File: src/rtl/serial_cfg_port.sv
module serial_cfg_port #(
  parameter int WORD_W = 16,
  parameter int ADDR_W = 2
) (
  input  logic                                clk,
  input  logic                                rst_n,
  input  logic                                sck,
  input  logic                                sdi,
  input  logic                                cs_n,
  output logic                                sdo,
  output logic                                sdo_oe,
  output logic [(1<<ADDR_W)-1:0]              wr_sel,
  output logic [WORD_W-ADDR_W-1:0]            wr_data,
  input  logic [(WORD_W-2)/2-1:0]             fault0_in,
  input  logic [(WORD_W-2)/2-1:0]             fault1_in
);
  localparam int FW = (WORD_W - 2) / 2;
  localparam int CW = $clog2(WORD_W + 2);
  localparam int NSEL = 1 << ADDR_W;

  logic          sck_q, cs_q, frame_err;
  logic [CW-1:0] cnt;
  logic [WORD_W-1:0] rx, tx;
  logic [FW-1:0] lat0, lat1;

  wire cs_fall  = cs_q & ~cs_n;
  wire cs_rise  = ~cs_q & cs_n;
  wire sck_rise = ~cs_n & sck & ~sck_q;
  wire sck_fall = ~cs_n & ~sck & sck_q;
  wire summary  = frame_err | (|lat0) | (|lat1);
  wire frame_ok = cs_rise && (cnt == CW'(WORD_W));

  assign sdo_oe = ~cs_n;
  assign sdo    = cs_n ? 1'b0 : (cs_q ? summary : tx[WORD_W-1]);

  always_ff @(posedge clk or negedge rst_n) begin
    if (!rst_n) begin
      sck_q     <= 1'b1;
      cs_q      <= 1'b1;
      cnt       <= '0;
      rx        <= '0;
      tx        <= '0;
      lat0      <= '0;
      lat1      <= '0;
      frame_err <= 1'b0;
      wr_sel    <= '0;
      wr_data   <= '0;
    end else begin
      sck_q  <= sck;
      cs_q   <= cs_n;
      wr_sel <= '0;
      if (cs_fall) begin
        cnt <= '0;
        tx  <= {summary, frame_err, lat0, lat1};
      end else begin
        if (sck_rise) begin
          rx <= {rx[WORD_W-2:0], sdi};
          if (cnt != CW'(WORD_W + 1)) cnt <= cnt + 1'b1;
        end
        if (sck_fall && cnt != '0) tx <= {tx[WORD_W-2:0], 1'b0};
      end
      if (frame_ok) begin
        wr_sel    <= NSEL'(1) << rx[WORD_W-1 -: ADDR_W];
        wr_data   <= rx[WORD_W-ADDR_W-1:0];
        frame_err <= 1'b0;
        lat0      <= fault0_in;
        lat1      <= fault1_in;
      end else begin
        lat0 <= lat0 | fault0_in;
        lat1 <= lat1 | fault1_in;
        if (cs_rise) frame_err <= 1'b1;
      end
    end
  end

  AST_WR_ONEHOT: assert property (@(posedge clk) disable iff (!rst_n)
    $onehot0(wr_sel));
  AST_WR_NEEDS_FULL_COUNT: assert property (@(posedge clk) disable iff (!rst_n)
    (|wr_sel) |-> ($past(cnt) == CW'(WORD_W)));
  AST_ERR_ON_BAD_COUNT: assert property (@(posedge clk) disable iff (!rst_n)
    $rose(frame_err) |-> ($past(cnt) != CW'(WORD_W)));
  AST_LATCH0_HOLDS: assert property (@(posedge clk) disable iff (!rst_n)
    !(|wr_sel) |-> ((lat0 & $past(lat0)) == $past(lat0)));
  AST_LATCH1_HOLDS: assert property (@(posedge clk) disable iff (!rst_n)
    !(|wr_sel) |-> ((lat1 & $past(lat1)) == $past(lat1)));
  AST_CNT_BOUND: assert property (@(posedge clk) disable iff (!rst_n)
    cnt <= CW'(WORD_W + 1));
  AST_IDLE_QUIET: assert property (@(posedge clk) disable iff (!rst_n)
    cs_n |-> (!sdo && !sdo_oe));
endmodule

File: config.mk
export PLATFORM = sky130hd
export DESIGN_NAME = serial_cfg_port
export DESIGN_NICKNAME = d
export VERILOG_FILES = /design/src/rtl/serial_cfg_port.sv
export SDC_FILE = /design/constraint.sdc
export NUM_CORES = 1
export LEC_CHECK = 0
export ABC_AREA = 1
export BUFFER_PORTS_ARGS = -buffer_cell sky130_fd_sc_hd__clkbuf_2
export CORE_ASPECT_RATIO = 0.75
export CORE_UTILIZATION = 46
export CTS_BUF_LIST = sky130_fd_sc_hd__clkbuf_4
export CTS_CLUSTER_SIZE = 40
export DETAILED_ROUTE_END_ITERATION = 10
export PLACE_DENSITY = 0.65
export SLEW_MARGIN = 20
export SYNTH_ARGS = -nofsm -noshare
export SYNTH_HDL_FRONTEND = slang
export SYNTH_SLANG_ARGS = --single-unit
File: constraint.sdc
create_clock -name clk -period 3.75 [get_ports clk]
set_input_delay 0.1875 -clock clk [delete_from_list [all_inputs] [get_ports clk]]
set_output_delay 0.1875 -clock clk [all_outputs]
set_load 0.03 [all_outputs]
## Word level (Yosys, flattened, before mapping)

Index checks and enable logic that the tools add are counted.

- Add/sub/neg operators: 1
- Muxes and demuxes: 12
- Eq/ne operators: 2
- Reduce and logical (&&, ||, !) cells: 11
- Bitwise gates (word level): 15
- Shift-type cells: 1

Operators with widths:

| cell | number |
|---|---|
| $mux W16 | 2 |
| $mux W5 | 3 |
| $mux W7 | 2 |
| $or A7 B7 Y7 | 2 |
| $reduce_or A7 Y1 | 2 |
| $reduce_bool A2 Y1 | 4 |
| $and A1 B1 Y1 | 6 |
| $add A5 B1 Y5 const B | 1 |
| $eq A5 B5 Y1 const B | 1 |
| $ne A5 B5 Y1 const B | 1 |
| $not A1 Y1 | 5 |
| $reduce_bool A5 Y1 | 1 |
| $mux W1 | 4 |
| $mux W4 | 1 |
| $reduce_and A2 Y1 | 2 |
| $shl A1 B2 Y4 const A | 1 |
| $logic_and A1 B1 Y1 | 2 |
| $or A1 B1 Y1 | 2 |

- Bits of input ports: 19
- Register bits: 72
- Word-level logic and storage cells: 52
- Output and inout port bits: 20

## Logic depth before layout (Yosys ltp)

- Depth in word-level cells: 6
- Mapped depth: 10
- Mapped depth without buffers: 9

## Worst setup path before layout

Ideal clock, no wire load.

- Path type: register to register
- Start: reg cnt[0]
- End: reg tx[10]
- Required time: 3.634 ns
- Setup time: 0.116 ns
- Cell stages (with the launch flop): 10
- Slack: 2.354 ns
- Arrival: 1.279 ns
- Period minus slack after synthesis: 1.396 ns
- Path buffers: 1
- Cells stage by stage: dfrtp_1 -> inv_1 -> ha_1 -> inv_1 -> nor2_8 -> nand2_4 -> nand3_4 -> buf_4 -> nand3_1 -> nand2_1

- Cells in the longest elaborated chain, start to end: 3

Ends and longest elaborated chain:

| item | RTL line | text |
|---|---|---|
| start, declared | 22 | `logic [CW-1:0] cnt;` |
| start signal, assigned | 58 | `if (cnt != CW'(WORD_W + 1)) cnt <= cnt + 1'b1;` |
| $reduce_bool A5 Y1 | 60 | `if (sck_fall && cnt != '0) tx <= {tx[WORD_W-2:0], 1'b0};` |
| $logic_and A1 B1 Y1 | 60 |  |
| $reduce_bool A2 Y1 (no source line) | n/a |  |
| end signal, assigned | 54 | `tx <= {summary, frame_err, lat0, lat1};` |
| end signal, assigned | 60 |  |
| end, declared | 23 | `logic [WORD_W-1:0] rx, tx;` |

Every way passes these cells.
A chain may end at the register's enable or synchronous reset.

## Worst setup path in the final report

- Start: reg cnt[0]
- End: reg lat1[1]

- Cells in the longest elaborated chain, start to end: 3

Ends and longest elaborated chain:

| item | RTL line | text |
|---|---|---|
| $eq A5 B5 Y1 | 31 | `wire frame_ok = cs_rise && (cnt == CW'(WORD_W));` |
| $logic_and A1 B1 Y1 | 31 |  |
| $mux W7 | 62 | `if (frame_ok) begin` |
| end signal, assigned | 67 | `lat1 <= fault1_in;` |
| end signal, assigned | 70 | `lat1 <= lat1 \| fault1_in;` |
| end, declared | 24 | `logic [FW-1:0] lat0, lat1;` |

Every way passes these cells.

==> results.cfg <==
[die]
core_area_mm2 = 0.00644
die_x_um = 97.5
initial_core_util = 0.488
dieArea_mm2 = 0.00718
io_pins = 39
rows = 25
die_h_um = 73.6

[sta]
drv_slew = 0
relSlewSlack = 0.455
period_share = 0.512
finalHoldViolCount = 0
fmax_mhz = 521
rsz0062_at_grt = false
setup_viol = 0
tns_ns = 0
fin_skew_ns = 0.0178
tightestPinTransition_ns = 0.816
min_period_ns = 1.92

[clock_network]
h-tree-depth = 3
numCtsBuffers = 9
cts.sinks = 72
clock_path_buffers = 2
clk_pin_slew_ns = 0.11
cts_root_buf = clkbuf_4
cts.repair.resized = 0
cts_setup_buffers = 0
insertion_delay_ns = 0.42
cts_tree = built
cts_hold_buf = 17

[pwr]
ir_drop_v = 0.000245
swShare = 0.327
clkPwrFrac = 0.240
p_leak_uw = 0.00191
seqPwrFrac = 0.563
p_int_uw = 1170
power_frac_comb = 0.197
power_density_mw_per_mm2 = 479
p_sw_uw = 568

[routing]
vias_per_cell = 4.79
drt-total-wl_mm = 5.83
drt_iter0_markers = 128
wire_per_inst_um = 12.2
via_count = 2297
post-route-drc-count = 0
antenna_left = 0
dr.pass1.iters = 4

[synthesis]
synth-seq-cells = 72
synth_top_area_frac = 0.557
synth_nets = 364
yosysSeqAreaShare = 0.573
synthArstFlopShare = 1.00
synth.area.top_cells = dfrtp_1 56%, nand2_1 12%, o21ai_0 5.2%
synth_cell_types = 27
synth_top_cell_by_area = dfrtp_1
syn_area_mm2 = 0.00315
synth.avg_cell_area_um2 = 9.20
ys.flop_type = dfrtp_1
synthCells = 342
ys.warnings.count = 0
synth_edf_count = 0

[final_layout]
fin_cells = 480
layout_common_cells = 98 x nand2_1, 70 x dfrtp_1, 37 x clkbuf_2
final_common_cell = nand2_1
utilization = 0.562
layout.nets = 416
area_delta_synth_final_pct = 15.1
design_area_mm2 = 0.00362
n_antenna_cell = 0
layout-drive-gt1-share = 0.178

[hold_path]
hold_path_class = primary input to register
worstHoldPathCells = 2

[setup_path]
critical_path.max_stage_delay_ns = 0.45
critical_path_arrival_ns = 2.21
crit_slowest_cell = dfrtp_1
path_max_fanout = 31
critPathKind = register to register
crit_path_start_kind = register
cp_common_cell = inv_1
critPathRequiredTime_ns = 4.04
reg2reg_depth = 7
crit_chain = inv_1 > ha_1 > inv_1 > nor2_8 > nand4_4 > inv_2 > o21bai_1
endpoint_kind = register

[grt]
grt_max_degree = 55
overflow = 0
antenna_found_initial = 0
grt_pass1_wl_mm = 10.1
grt_pass1_vias = 2197
grt_usage = 0.182

[flow_run]
max_cap_violations = 0

[placed_design]
gp_congestion = 0.869
post_dp_cell_area_mm2 = 0.00334
dp_cells = 447
io_buffer_count = 38
dp_hpwl_mm = 3.73

[run_status]
status = complete, no violations
==> stage by stage <==
stage / setup WS (ns) / hold WS, ns / power [uW]
4_1_cts: 1.79 / 0.0177 / 1760
5_1_grt: 1.65 / 0.0318 / 1860
6_report: 1.83 / 0.0420 / 1740
3_5_place_dp: 1.81 / 0.312 / 1320
2_1_floorplan: 2.35 / -0.108 / 1250
3_3_place_gp: 1.89 / 0.311 / 1310
==> synthesized netlist by cell type, drive strengths merged, types with 3 or more instances <==
cell type	number
buf	13
dfrtp	70
ha	3
inv	40
nand2	102
nand3	21
nand4	4
nor2	17
nor3	4
o21ai	45
o21bai	14
==> area by class of cell <==
class                   count  area [um^2]
well taps                  81          101
flip-flops and latches     72         1800
clock inverters             7         47.5
multi-input cells         215         1080
repair buffers             56          370
clock buffers               9         67.6
inverters                  40          155
fillers                   596         2820
==> worst paths after layout <==
| check | start | endpoint | slack [ns] |
|---|---|---|---|
| hold / removal | sdi | rx[0] | 0.04 |
| hold reg to reg | rx[14] | wr_sel[2] | 0.49 |
| setup reg to reg | cnt[0] | lat1[1] | 1.83 |
| setup / recovery | cnt[0] | lat1[1] | 1.83 |
| max in group asynchronous | rst_n | cs_q | 2.62 |
| min in group asynchronous | rst_n | lat1[5] | 0.29 |
==> critical path: cells and delay by family (launching register included) <==
kind                       cells  cell delay, ns
buffers and inverters          3            0.61
and+or+nand+nor                2            0.49
DFF                            1            0.45
adders and majority gates      1            0.14
AOI/OAI and AO/OA              1            0.10
==> power by group through the flow <==
stage / Clock [uW] / Sequential, uW / Combinational, uW
final: 416 / 977 / 343
after global routing: 466 / 996 / 396
after floorplan: 0 / 966 / 284
after detailed placement: 0 / 990 / 332
after CTS: 434 / 975 / 347
after global placement: 0 / 986 / 322
==> registers in the layout, indices dropped and copies added, names as in the netlist <==
register   cells
cnt            5
cs_q           1
frame_err      1
lat0           7
lat1           7
rx            16
sck_q          1
tx            16
wr_data       14
wr_sel         4
==> per-layer routing <==
| layer | global-route usage | share of wire |
|---|---|---|
| met1 | 0.239 | 0.50 |
| met2 | 0.294 | 0.46 |
| met3 | 0.0542 | 0.035 |
| met4 | 0.0588 | 0.0087 |
| met5 | 0 | 0 |
==> logic make-up after synthesis <==
logic type | Yosys count | synth area share
compound gates | 61 | 0.108
xor+xnor | 1 | 0.00278
fa+ha+maj | 3 | 0.0119
buf+inv | 55 | 0.0843
flops | 72 | 0.573
mux | 2 | 0.00716
simple gates | 148 | 0.212
Note: power is estimated with default switching activity, not from simulation.
